--- config.mk ---
export PLATFORM = sky130hd
export DESIGN_NAME = tap_scan_top
export DESIGN_NICKNAME = d
export VERILOG_FILES = /design/src/rtl/tap_scan_pkg.sv /design/src/rtl/tap_fsm.sv /design/src/rtl/tap_ir.sv /design/src/rtl/tap_decode.sv /design/src/rtl/tap_bsr.sv /design/src/rtl/tap_scan_top.sv
export SDC_FILE = /design/constraint.sdc
export NUM_CORES = 1
export LEC_CHECK = 0
export ABC_AREA = 1
export BUFFER_PORTS_ARGS = -buffer_cell sky130_fd_sc_hd__buf_2
export CAP_MARGIN = 30
export CORE_ASPECT_RATIO = 2
export CORE_UTILIZATION = 40
export DETAILED_ROUTE_END_ITERATION = 6
export PLACE_DENSITY = 0.6
export SKIP_CTS_REPAIR_TIMING = 1
export SYNTH_ARGS = -nofsm -noshare
export SYNTH_HDL_FRONTEND = slang
export SYNTH_SLANG_ARGS = --single-unit
--- constraint.sdc ---
create_clock -name test_clk -period 1.7 [get_ports test_clk]
set_input_delay 0.17 -clock test_clk [delete_from_list [all_inputs] [get_ports test_clk]]
set_output_delay 0.17 -clock test_clk [all_outputs]
set_load 0.05 [all_outputs]
--- src/rtl/tap_scan_pkg.sv ---
package tap_scan_pkg;

  typedef enum logic [3:0] {
    ST_RESET    = 4'h0,
    ST_IDLE     = 4'h1,
    ST_DR_SEL   = 4'h2,
    ST_DR_CAP   = 4'h3,
    ST_DR_SHIFT = 4'h4,
    ST_DR_EXIT1 = 4'h5,
    ST_DR_PAUSE = 4'h6,
    ST_DR_EXIT2 = 4'h7,
    ST_DR_UPD   = 4'h8,
    ST_IR_SEL   = 4'h9,
    ST_IR_CAP   = 4'hA,
    ST_IR_SHIFT = 4'hB,
    ST_IR_EXIT1 = 4'hC,
    ST_IR_PAUSE = 4'hD,
    ST_IR_EXIT2 = 4'hE,
    ST_IR_UPD   = 4'hF
  } tap_state_e;

  localparam int OP_W = 4;
  typedef logic [OP_W-1:0] opcode_t;

  localparam opcode_t OP_EXTEST = 4'h0;
  localparam opcode_t OP_IDCODE = 4'h1;
  localparam opcode_t OP_SAMPLE = 4'h2;
  localparam opcode_t OP_INTEST = 4'h3;
  localparam opcode_t OP_CLAMP  = 4'h4;
  localparam opcode_t OP_HIGHZ  = 4'h5;
  localparam opcode_t OP_BYPASS = 4'hF;
  localparam opcode_t IR_CAPTURE_VAL = 4'b0001;

  typedef enum logic [1:0] {
    DR_BYPASS   = 2'd0,
    DR_IDENT    = 2'd1,
    DR_BOUNDARY = 2'd2
  } dr_sel_e;

  typedef struct packed {
    dr_sel_e dr;       // which data register sits between scan_in and scan_out
    logic    pad_ctl;  // output-kind cells driven from update latches
    logic    core_ctl; // input cells driven from update latches
    logic    hiz;      // enable cells forced off
  } decode_t;

endpackage

--- src/rtl/tap_fsm.sv ---
module tap_fsm import tap_scan_pkg::*; (
  input  logic       test_clk,
  input  logic       test_rst_n,
  input  logic       mode_sel,
  output tap_state_e state
);

  tap_state_e nxt;

  always_comb begin
    case (state)
      ST_RESET:    nxt = mode_sel ? ST_RESET    : ST_IDLE;
      ST_IDLE:     nxt = mode_sel ? ST_DR_SEL   : ST_IDLE;
      ST_DR_SEL:   nxt = mode_sel ? ST_IR_SEL   : ST_DR_CAP;
      ST_DR_CAP:   nxt = mode_sel ? ST_DR_EXIT1 : ST_DR_SHIFT;
      ST_DR_SHIFT: nxt = mode_sel ? ST_DR_EXIT1 : ST_DR_SHIFT;
      ST_DR_EXIT1: nxt = mode_sel ? ST_DR_UPD   : ST_DR_PAUSE;
      ST_DR_PAUSE: nxt = mode_sel ? ST_DR_EXIT2 : ST_DR_PAUSE;
      ST_DR_EXIT2: nxt = mode_sel ? ST_DR_UPD   : ST_DR_SHIFT;
      ST_DR_UPD:   nxt = mode_sel ? ST_DR_SEL   : ST_IDLE;
      ST_IR_SEL:   nxt = mode_sel ? ST_RESET    : ST_IR_CAP;
      ST_IR_CAP:   nxt = mode_sel ? ST_IR_EXIT1 : ST_IR_SHIFT;
      ST_IR_SHIFT: nxt = mode_sel ? ST_IR_EXIT1 : ST_IR_SHIFT;
      ST_IR_EXIT1: nxt = mode_sel ? ST_IR_UPD   : ST_IR_PAUSE;
      ST_IR_PAUSE: nxt = mode_sel ? ST_IR_EXIT2 : ST_IR_PAUSE;
      ST_IR_EXIT2: nxt = mode_sel ? ST_IR_UPD   : ST_IR_SHIFT;
      ST_IR_UPD:   nxt = mode_sel ? ST_DR_SEL   : ST_IDLE;
      default:     nxt = ST_RESET;
    endcase
  end

  // transitions on the rising test clock only; R2: asynchronous reset
  always_ff @(posedge test_clk or negedge test_rst_n) begin
    if (!test_rst_n) state <= ST_RESET;
    else             state <= nxt;
  end

endmodule

--- src/rtl/tap_ir.sv ---
module tap_ir import tap_scan_pkg::*; #(
  parameter int      W       = OP_W,
  parameter opcode_t CAP_VAL = IR_CAPTURE_VAL,
  parameter opcode_t RST_OP  = OP_IDCODE
) (
  input  logic       test_clk,
  input  logic       test_rst_n,
  input  logic       scan_in,
  input  tap_state_e state,
  output logic       ir_so,
  output opcode_t    ir_cur
);

  opcode_t shreg;

  always_ff @(posedge test_clk or negedge test_rst_n) begin
    if (!test_rst_n)                shreg <= '0;
    else if (state == ST_IR_CAP)    shreg <= CAP_VAL;
    else if (state == ST_IR_SHIFT)  shreg <= {scan_in, shreg[W-1:1]};
  end

  // the instruction takes effect only at the falling edge in Update-IR
  always_ff @(negedge test_clk or negedge test_rst_n) begin
    if (!test_rst_n)               ir_cur <= RST_OP;
    else if (state == ST_RESET)    ir_cur <= RST_OP;
    else if (state == ST_IR_UPD)   ir_cur <= shreg;
  end

  assign ir_so = shreg[0];

endmodule

--- src/rtl/tap_decode.sv ---
module tap_decode import tap_scan_pkg::*; (
  input  opcode_t op,
  output decode_t dec
);

  // any code not listed falls through to the bypass behaviour
  always_comb begin
    dec = '{dr: DR_BYPASS, pad_ctl: 1'b0, core_ctl: 1'b0, hiz: 1'b0};
    case (op)
      OP_EXTEST: begin dec.dr = DR_BOUNDARY; dec.pad_ctl = 1'b1; end
      OP_IDCODE: dec.dr = DR_IDENT;
      OP_SAMPLE: dec.dr = DR_BOUNDARY;
      OP_INTEST: begin dec.dr = DR_BOUNDARY; dec.core_ctl = 1'b1; end
      OP_CLAMP:  dec.pad_ctl = 1'b1;
      OP_HIGHZ:  dec.hiz = 1'b1;
      default:   dec.dr = DR_BYPASS;
    endcase
  end

endmodule

--- src/rtl/tap_bsr.sv ---
module tap_bsr import tap_scan_pkg::*; #(
  parameter int             CELLS    = 16,
  parameter logic [CELLS-1:0] OUT_MASK = 16'hFFF0,
  parameter logic [CELLS-1:0] EN_MASK  = 16'hC000
) (
  input  logic             test_clk,
  input  logic             test_rst_n,
  input  tap_state_e       state,
  input  logic             sel,
  input  logic             pad_ctl,
  input  logic             core_ctl,
  input  logic             hiz,
  input  logic             scan_in,
  output logic             bsr_so,
  input  logic [CELLS-1:0] cell_src,
  output logic [CELLS-1:0] cell_dst,
  output logic [CELLS-1:0] upd_state
);

  logic [CELLS:0] chain;
  assign chain[CELLS] = scan_in;   // serial input enters the top cell

  for (genvar i = 0; i < CELLS; i++) begin : g_cell
    logic cap_q;
    logic upd_q;

    always_ff @(posedge test_clk or negedge test_rst_n) begin
      if (!test_rst_n) cap_q <= 1'b0;
      else if (sel) begin
        if (state == ST_DR_CAP)        cap_q <= cell_src[i];
        else if (state == ST_DR_SHIFT) cap_q <= chain[i+1];
      end
    end

    // latches load on the falling edge of Update-DR with the chain selected
    always_ff @(negedge test_clk or negedge test_rst_n) begin
      if (!test_rst_n)                      upd_q <= 1'b0;
      else if (sel && state == ST_DR_UPD)   upd_q <= cap_q;
    end

    assign chain[i]     = cap_q;
    assign upd_state[i] = upd_q;

    if (OUT_MASK[i]) begin : g_out
      // core-to-pad cell
      assign cell_dst[i] = pad_ctl ? upd_q :
                           (hiz && EN_MASK[i]) ? 1'b0 : cell_src[i];
    end else begin : g_in
      // pad-to-core cell
      assign cell_dst[i] = core_ctl ? upd_q : cell_src[i];
    end
  end

  assign bsr_so = chain[0];

endmodule

--- src/rtl/tap_scan_top.sv ---
module tap_scan_top import tap_scan_pkg::*; #(
  parameter int               CELLS      = 16,
  parameter int               ID_W       = 32,
  parameter logic [3:0]       ID_VERSION = 4'h1,
  parameter logic [15:0]      ID_PART    = 16'h224C,
  parameter logic [10:0]      ID_MAKER   = 11'h015,
  parameter logic [CELLS-1:0] OUT_MASK   = 16'hFFF0,
  parameter logic [CELLS-1:0] EN_MASK    = 16'hC000
) (
  input  logic             test_clk,
  input  logic             test_rst_n,
  input  logic             mode_sel,
  input  logic             scan_in,
  output logic             scan_out,
  output logic             scan_out_en,
  input  logic [CELLS-1:0] cell_src,
  output logic [CELLS-1:0] cell_dst
);

  // identification value assembled from its fields
  localparam logic [ID_W-1:0] ID_VALUE = {ID_VERSION, ID_PART, ID_MAKER, 1'b1};

  tap_state_e       state;
  opcode_t          ir_cur;
  logic             ir_so;
  decode_t          dec;
  logic             bsr_so;
  logic             bsr_sel;
  logic [CELLS-1:0] upd_state;
  logic             byp_q;
  logic [ID_W-1:0]  id_sr;
  logic             dr_so;

  tap_fsm u_fsm (
    .test_clk   (test_clk),
    .test_rst_n (test_rst_n),
    .mode_sel   (mode_sel),
    .state      (state)
  );

  tap_ir u_ir (
    .test_clk   (test_clk),
    .test_rst_n (test_rst_n),
    .scan_in    (scan_in),
    .state      (state),
    .ir_so      (ir_so),
    .ir_cur     (ir_cur)
  );

  tap_decode u_dec (
    .op  (ir_cur),
    .dec (dec)
  );

  assign bsr_sel = (dec.dr == DR_BOUNDARY);

  tap_bsr #(
    .CELLS    (CELLS),
    .OUT_MASK (OUT_MASK),
    .EN_MASK  (EN_MASK)
  ) u_bsr (
    .test_clk   (test_clk),
    .test_rst_n (test_rst_n),
    .state      (state),
    .sel        (bsr_sel),
    .pad_ctl    (dec.pad_ctl),
    .core_ctl   (dec.core_ctl),
    .hiz        (dec.hiz),
    .scan_in    (scan_in),
    .bsr_so     (bsr_so),
    .cell_src   (cell_src),
    .cell_dst   (cell_dst),
    .upd_state  (upd_state)
  );

  // single-stage bypass, captures zero
  always_ff @(posedge test_clk or negedge test_rst_n) begin
    if (!test_rst_n) byp_q <= 1'b0;
    else if (dec.dr == DR_BYPASS) begin
      if (state == ST_DR_CAP)        byp_q <= 1'b0;
      else if (state == ST_DR_SHIFT) byp_q <= scan_in;
    end
  end

  // identification shift register
  always_ff @(posedge test_clk or negedge test_rst_n) begin
    if (!test_rst_n) id_sr <= '0;
    else if (dec.dr == DR_IDENT) begin
      if (state == ST_DR_CAP)        id_sr <= ID_VALUE;
      else if (state == ST_DR_SHIFT) id_sr <= {scan_in, id_sr[ID_W-1:1]};
    end
  end

  always_comb begin
    case (dec.dr)
      DR_IDENT:    dr_so = id_sr[0];
      DR_BOUNDARY: dr_so = bsr_so;
      default:     dr_so = byp_q;
    endcase
  end

  // serial output and its enable move on the falling edge
  always_ff @(negedge test_clk or negedge test_rst_n) begin
    if (!test_rst_n) begin
      scan_out    <= 1'b0;
      scan_out_en <= 1'b0;
    end else begin
      scan_out_en <= (state == ST_IR_SHIFT) || (state == ST_DR_SHIFT);
      scan_out    <= (state == ST_IR_SHIFT) ? ir_so :
                     (state == ST_DR_SHIFT) ? dr_so : 1'b0;
    end
  end

endmodule

# After elaboration in Yosys (flattened, before gate mapping)
# Index checks and enable logic that the tools add are counted.
[classes] n_eq_ne=22 n_mux=77 n_reduce_logical=16
[ops] op="two-way mux 32 bit" n=2
[ops] op="two-way mux 1 bit" n=59
[ops] op="case mux 4 bit (12 select lines)" n=1
[ops] op="equality test 4 bit (second input constant)" n=8
[ops] op="two-way mux 4 bit" n=8
[ops] op="equality test 4 x 3 -> 1 bit (second input constant)" n=6
[ops] op="equality test 4 x 2 -> 1 bit (second input constant)" n=4
[ops] op="equality test 4 x 1 -> 1 bit (second input constant)" n=2
[ops] op="zero test 4 bit" n=2
[ops] op="two-way mux 2 bit" n=3
[ops] op="two-way mux 3 bit" n=2
[ops] op="AND reduction 2 bit" n=3
[ops] op="nonzero test 2 bit" n=3
[ops] op="OR reduction 2 bit" n=3
[ops] op="OR reduction 3 bit" n=2
[ops] op="case mux 2 bit (2 select lines)" n=1
[ops] op="equality test 2 x 1 -> 1 bit (second input constant)" n=1
[ops] op="equality test 2 bit (second input constant)" n=1
[ops] op="zero test 2 bit" n=1
[ops] op="case mux 1 bit (2 select lines)" n=1
[ops] op="logical AND 1 bit" n=1
[ops] op="logical OR 1 bit" n=1
[totals] regBits=79 input_bits=20 elab_cells=154

# Depth between registers and ports, before layout
[logic_depth] depth_word=7 depth_mapped=9 ltp_nobuf=8

# Modules after synthesis
# A second synthesis with hierarchy kept.
[unflattened] hier_cells=574 area_unflattened_um2=4295.4
[by_module_without_submodules] module="tap_bsr" instances=1 cells_per_inst=256 area_each_um2=1851.8 seq_area_each_um2=800.8
[by_module_without_submodules] module="tap_scan_top" instances=1 cells_per_inst=197 area_each_um2=1651.6 seq_area_each_um2=875.8
[by_module_without_submodules] module="tap_ir" instances=1 cells_per_inst=46 area_each_um2=377.9 seq_area_each_um2=201.4
[by_module_without_submodules] module="tap_fsm" instances=1 cells_per_inst=61 area_each_um2=360.3 seq_area_each_um2=100.1
[by_module_without_submodules] module="tap_decode" instances=1 cells_per_inst=14 area_each_um2=53.8 seq_area_each_um2=0.0

==> impl_metrics.env <==
export IMPL_die_area_um2=10300
export IMPL_pre_cts_ws_ps=-615
export IMPL_clkTransAtPathRegs_ps=60
export IMPL_slew_violations=0
export IMPL_coreArea_um2=9700
export IMPL_place_area_um2=4970
export IMPL_max_slew_margin=0.687
export IMPL_critPathKind="register to output pin"
export IMPL_grt_total_usage=0.187
export IMPL_synth_area_um2=3970
export IMPL_clock_root_buffer="clkbuf_16"
export IMPL_routed_via_count=3438
export IMPL_rows=51
export IMPL_die_y_um=143
export IMPL_irDropWorstVdd_mv=0.872
export IMPL_clk_latency_ps=380
export IMPL_drt_total_wl_mm=10.3
export IMPL_synth_edf_count=0
export IMPL_status="finished, violations left"
export IMPL_leakage_nw=2.85
export IMPL_max_slew_worst_pin_slew_ps=468
export IMPL_min_from="scan_in"
export IMPL_wl_per_cell_um=14.7
export IMPL_p_switching_mw=3.82
export IMPL_drt_iter0_markers=188
export IMPL_ys_ff_latch=79
export IMPL_yosys_most_used_dff="dfrtp_1"
export IMPL_violations="negative setup slack"
export IMPL_dp_hpwl_mm=6.65
export IMPL_start_util=0.409
export IMPL_critical_path_startpoint="u_ir.ir_cur[0]"
export IMPL_gr_total_overflow=0
export IMPL_ys_seq_area_frac=0.499
export IMPL_grt_first_pass_wirelength_mm=14.7
export IMPL_skew_ps=52.7
export IMPL_design_area_um2=5940
export IMPL_synth_cell_types=34
export IMPL_pwr_density_cell_nw_per_um2=1650
export IMPL_yosysWarnings=0
export IMPL_final_common_cell="nand2_1"
export IMPL_layout_drive_gt1_share=0.536
export IMPL_final_cell_mix="nand2_1, o21ai_2, dfrtp_1"
export IMPL_die_x_um=72.4
export IMPL_reg2reg_from="u_ir.ir_cur[0]"
export IMPL_clockBufferDepth=2
export IMPL_dr_pass1_iters=4
export IMPL_io_pins=38
export IMPL_hold_viol=0
export IMPL_ant_nets=0
export IMPL_rsz0062_at_grt="true"
export IMPL_cts_buffers=9
export IMPL_fin_ws_ps=-950
export IMPL_via_per_inst=4.90
export IMPL_grt_pass1_vias=3269
export IMPL_syn_inst=460
export IMPL_tritoncts="done"
export IMPL_drv_cap=0
export IMPL_setup_violations=89
export IMPL_cp_end_kind="output pin"
export IMPL_antenna_found_initial=0
export IMPL_critPathMaxFanout=7
export IMPL_async_reset_ff_frac=1.00
export IMPL_switching_share=0.390
export IMPL_clockPowerShare=0.200
export IMPL_n_antenna_cell=0
export IMPL_required_ps=1530
export IMPL_internal_power_mw=5.96
export IMPL_syn_nets=480
export IMPL_arrival_ps=2480
export IMPL_grt_max_degree=32
export IMPL_numPortBuffers=37
export IMPL_nNetsFinal=584
export IMPL_fin_util=0.613
export IMPL_place_congestion=0.848
export IMPL_synth_avg_cell_area_um2=8.63
export IMPL_p_comb_frac=0.475
export IMPL_finalPower_mw=9.78
export IMPL_h_tree_depth=3
export IMPL_area_delta_synth_final_pct=49.8
export IMPL_sequentialPowerShare=0.326
export IMPL_min_path_type="input port to register"
export IMPL_startpoint_type="register"
export IMPL_drc=0
export IMPL_clock_sinks=79
==> critical path, stage by stage (launching register included) <==
cell	delay, ps
dfstp_2	550
inv_2	60
nand3_4	110
clkbuf_16	180
nor2_2	50
a21oi_4	120
buf_6	170
==> state kept, by name, summed over array words and instances, names as in the netlist <==
signal and flops:
u_bsr.bsr_so 1, byp_q 1, u_ir.shreg 4, u_bsr.g_cell.cap_q 15, u_fsm.state 4, u_bsr.g_cell.upd_q 16, scan_out 1, u_ir.ir_cur 4
id_sr 32, scan_out_en 1
==> metrics by stage <==
| stage | TNS [ps] | hold slack (ps) | std cells |
|---|---|---|---|
| 2_1_floorplan | -34480 | -126 | 460 |
| 3_3_place_gp | -39880 | 38.6 | 665 |
| 3_5_place_dp | -40790 | 38.7 | 665 |
| 4_1_cts | -51340 | -324 | 681 |
| 5_1_grt | -54820 | 92.5 | 701 |
| 6_report | -50920 | 86.3 | 701 |
==> synthesized netlist by cell type (all sizes together) (2+ instances only) <==
| master | number | area [um2] |
|---|---|---|
| clkbuf | 2 | 7.51 |
| o22ai | 5 | 31.3 |
| nor2 | 37 | 156 |
| inv | 51 | 191 |
| nand2 | 146 | 581 |
| a21oi | 18 | 93.8 |
| clkinv | 2 | 12.5 |
| o21ai | 83 | 626 |
| nand4 | 2 | 12.5 |
| dfrtp | 57 | 1430 |
| dfrtn | 21 | 526 |
| nand3 | 10 | 55.1 |
| buf | 18 | 174 |
| nand3b | 2 | 15.0 |
==> final timing paths <==
kind                       slack (ps)                endpoint  cells after the start
max in group asynchronous         320   u_bsr.g_cell[9].upd_q                      3
max reg2reg                      -670               id_sr[28]                      7
min in group asynchronous         220               id_sr[18]                      2
min                                90           u_ir.shreg[3]                      3
max                              -950             cell_dst[6]                      6
min reg2reg                       460  u_bsr.g_cell[15].upd_q                      2
==> power by group through the flow <==
stage	Clock (mW)	Sequential, mW	Combinational, mW
6_report	1.95	3.19	4.65
5_1_grt	2.06	3.27	5.04
4_1_cts	1.97	3.11	3.82
3_5_place_dp	0.00736	3.13	3.81
3_3_place_gp	0.00736	3.11	3.72
2_1_floorplan	0.00736	3.12	2.78
==> layer usage <==
| metal | part of all wire | track usage | vias up |
|---|---|---|---|
| met5 | 0 | 0 | - |
| met4 | 0.028 | 0.103 | 0 |
| met3 | 0.019 | 0.0367 | 22 |
| met2 | 0.56 | 0.329 | 44 |
| met1 | 0.39 | 0.207 | 1698 |
| li1 | - | - | 1674 |
==> logic make-up (layout without fill, tap and decap cells) <==
| logic type | Yosys count | in the layout | synth area share |
|---|---|---|---|
| AOI/OAI and AO/OA | 110 | 110 | 0.196 |
| and+or+nand+nor | 198 | 198 | 0.208 |
| buffers and inverters | 73 | 182 | 0.0971 |
| DFF | 79 | 79 | 0.499 |
==> area by class of cell <==
cell class | count | area, um2
inverter | 52 | 213
multi-input combinational | 308 | 2110
timing repair buffer | 112 | 1160
clock buffer | 10 | 239
tap | 132 | 165
clock inverter | 7 | 63.8
sequential | 79 | 1980
fill | 848 | 3760
timing repair inverter | 1 | 11.3
Note: power is estimated with default switching activity, not from simulation.
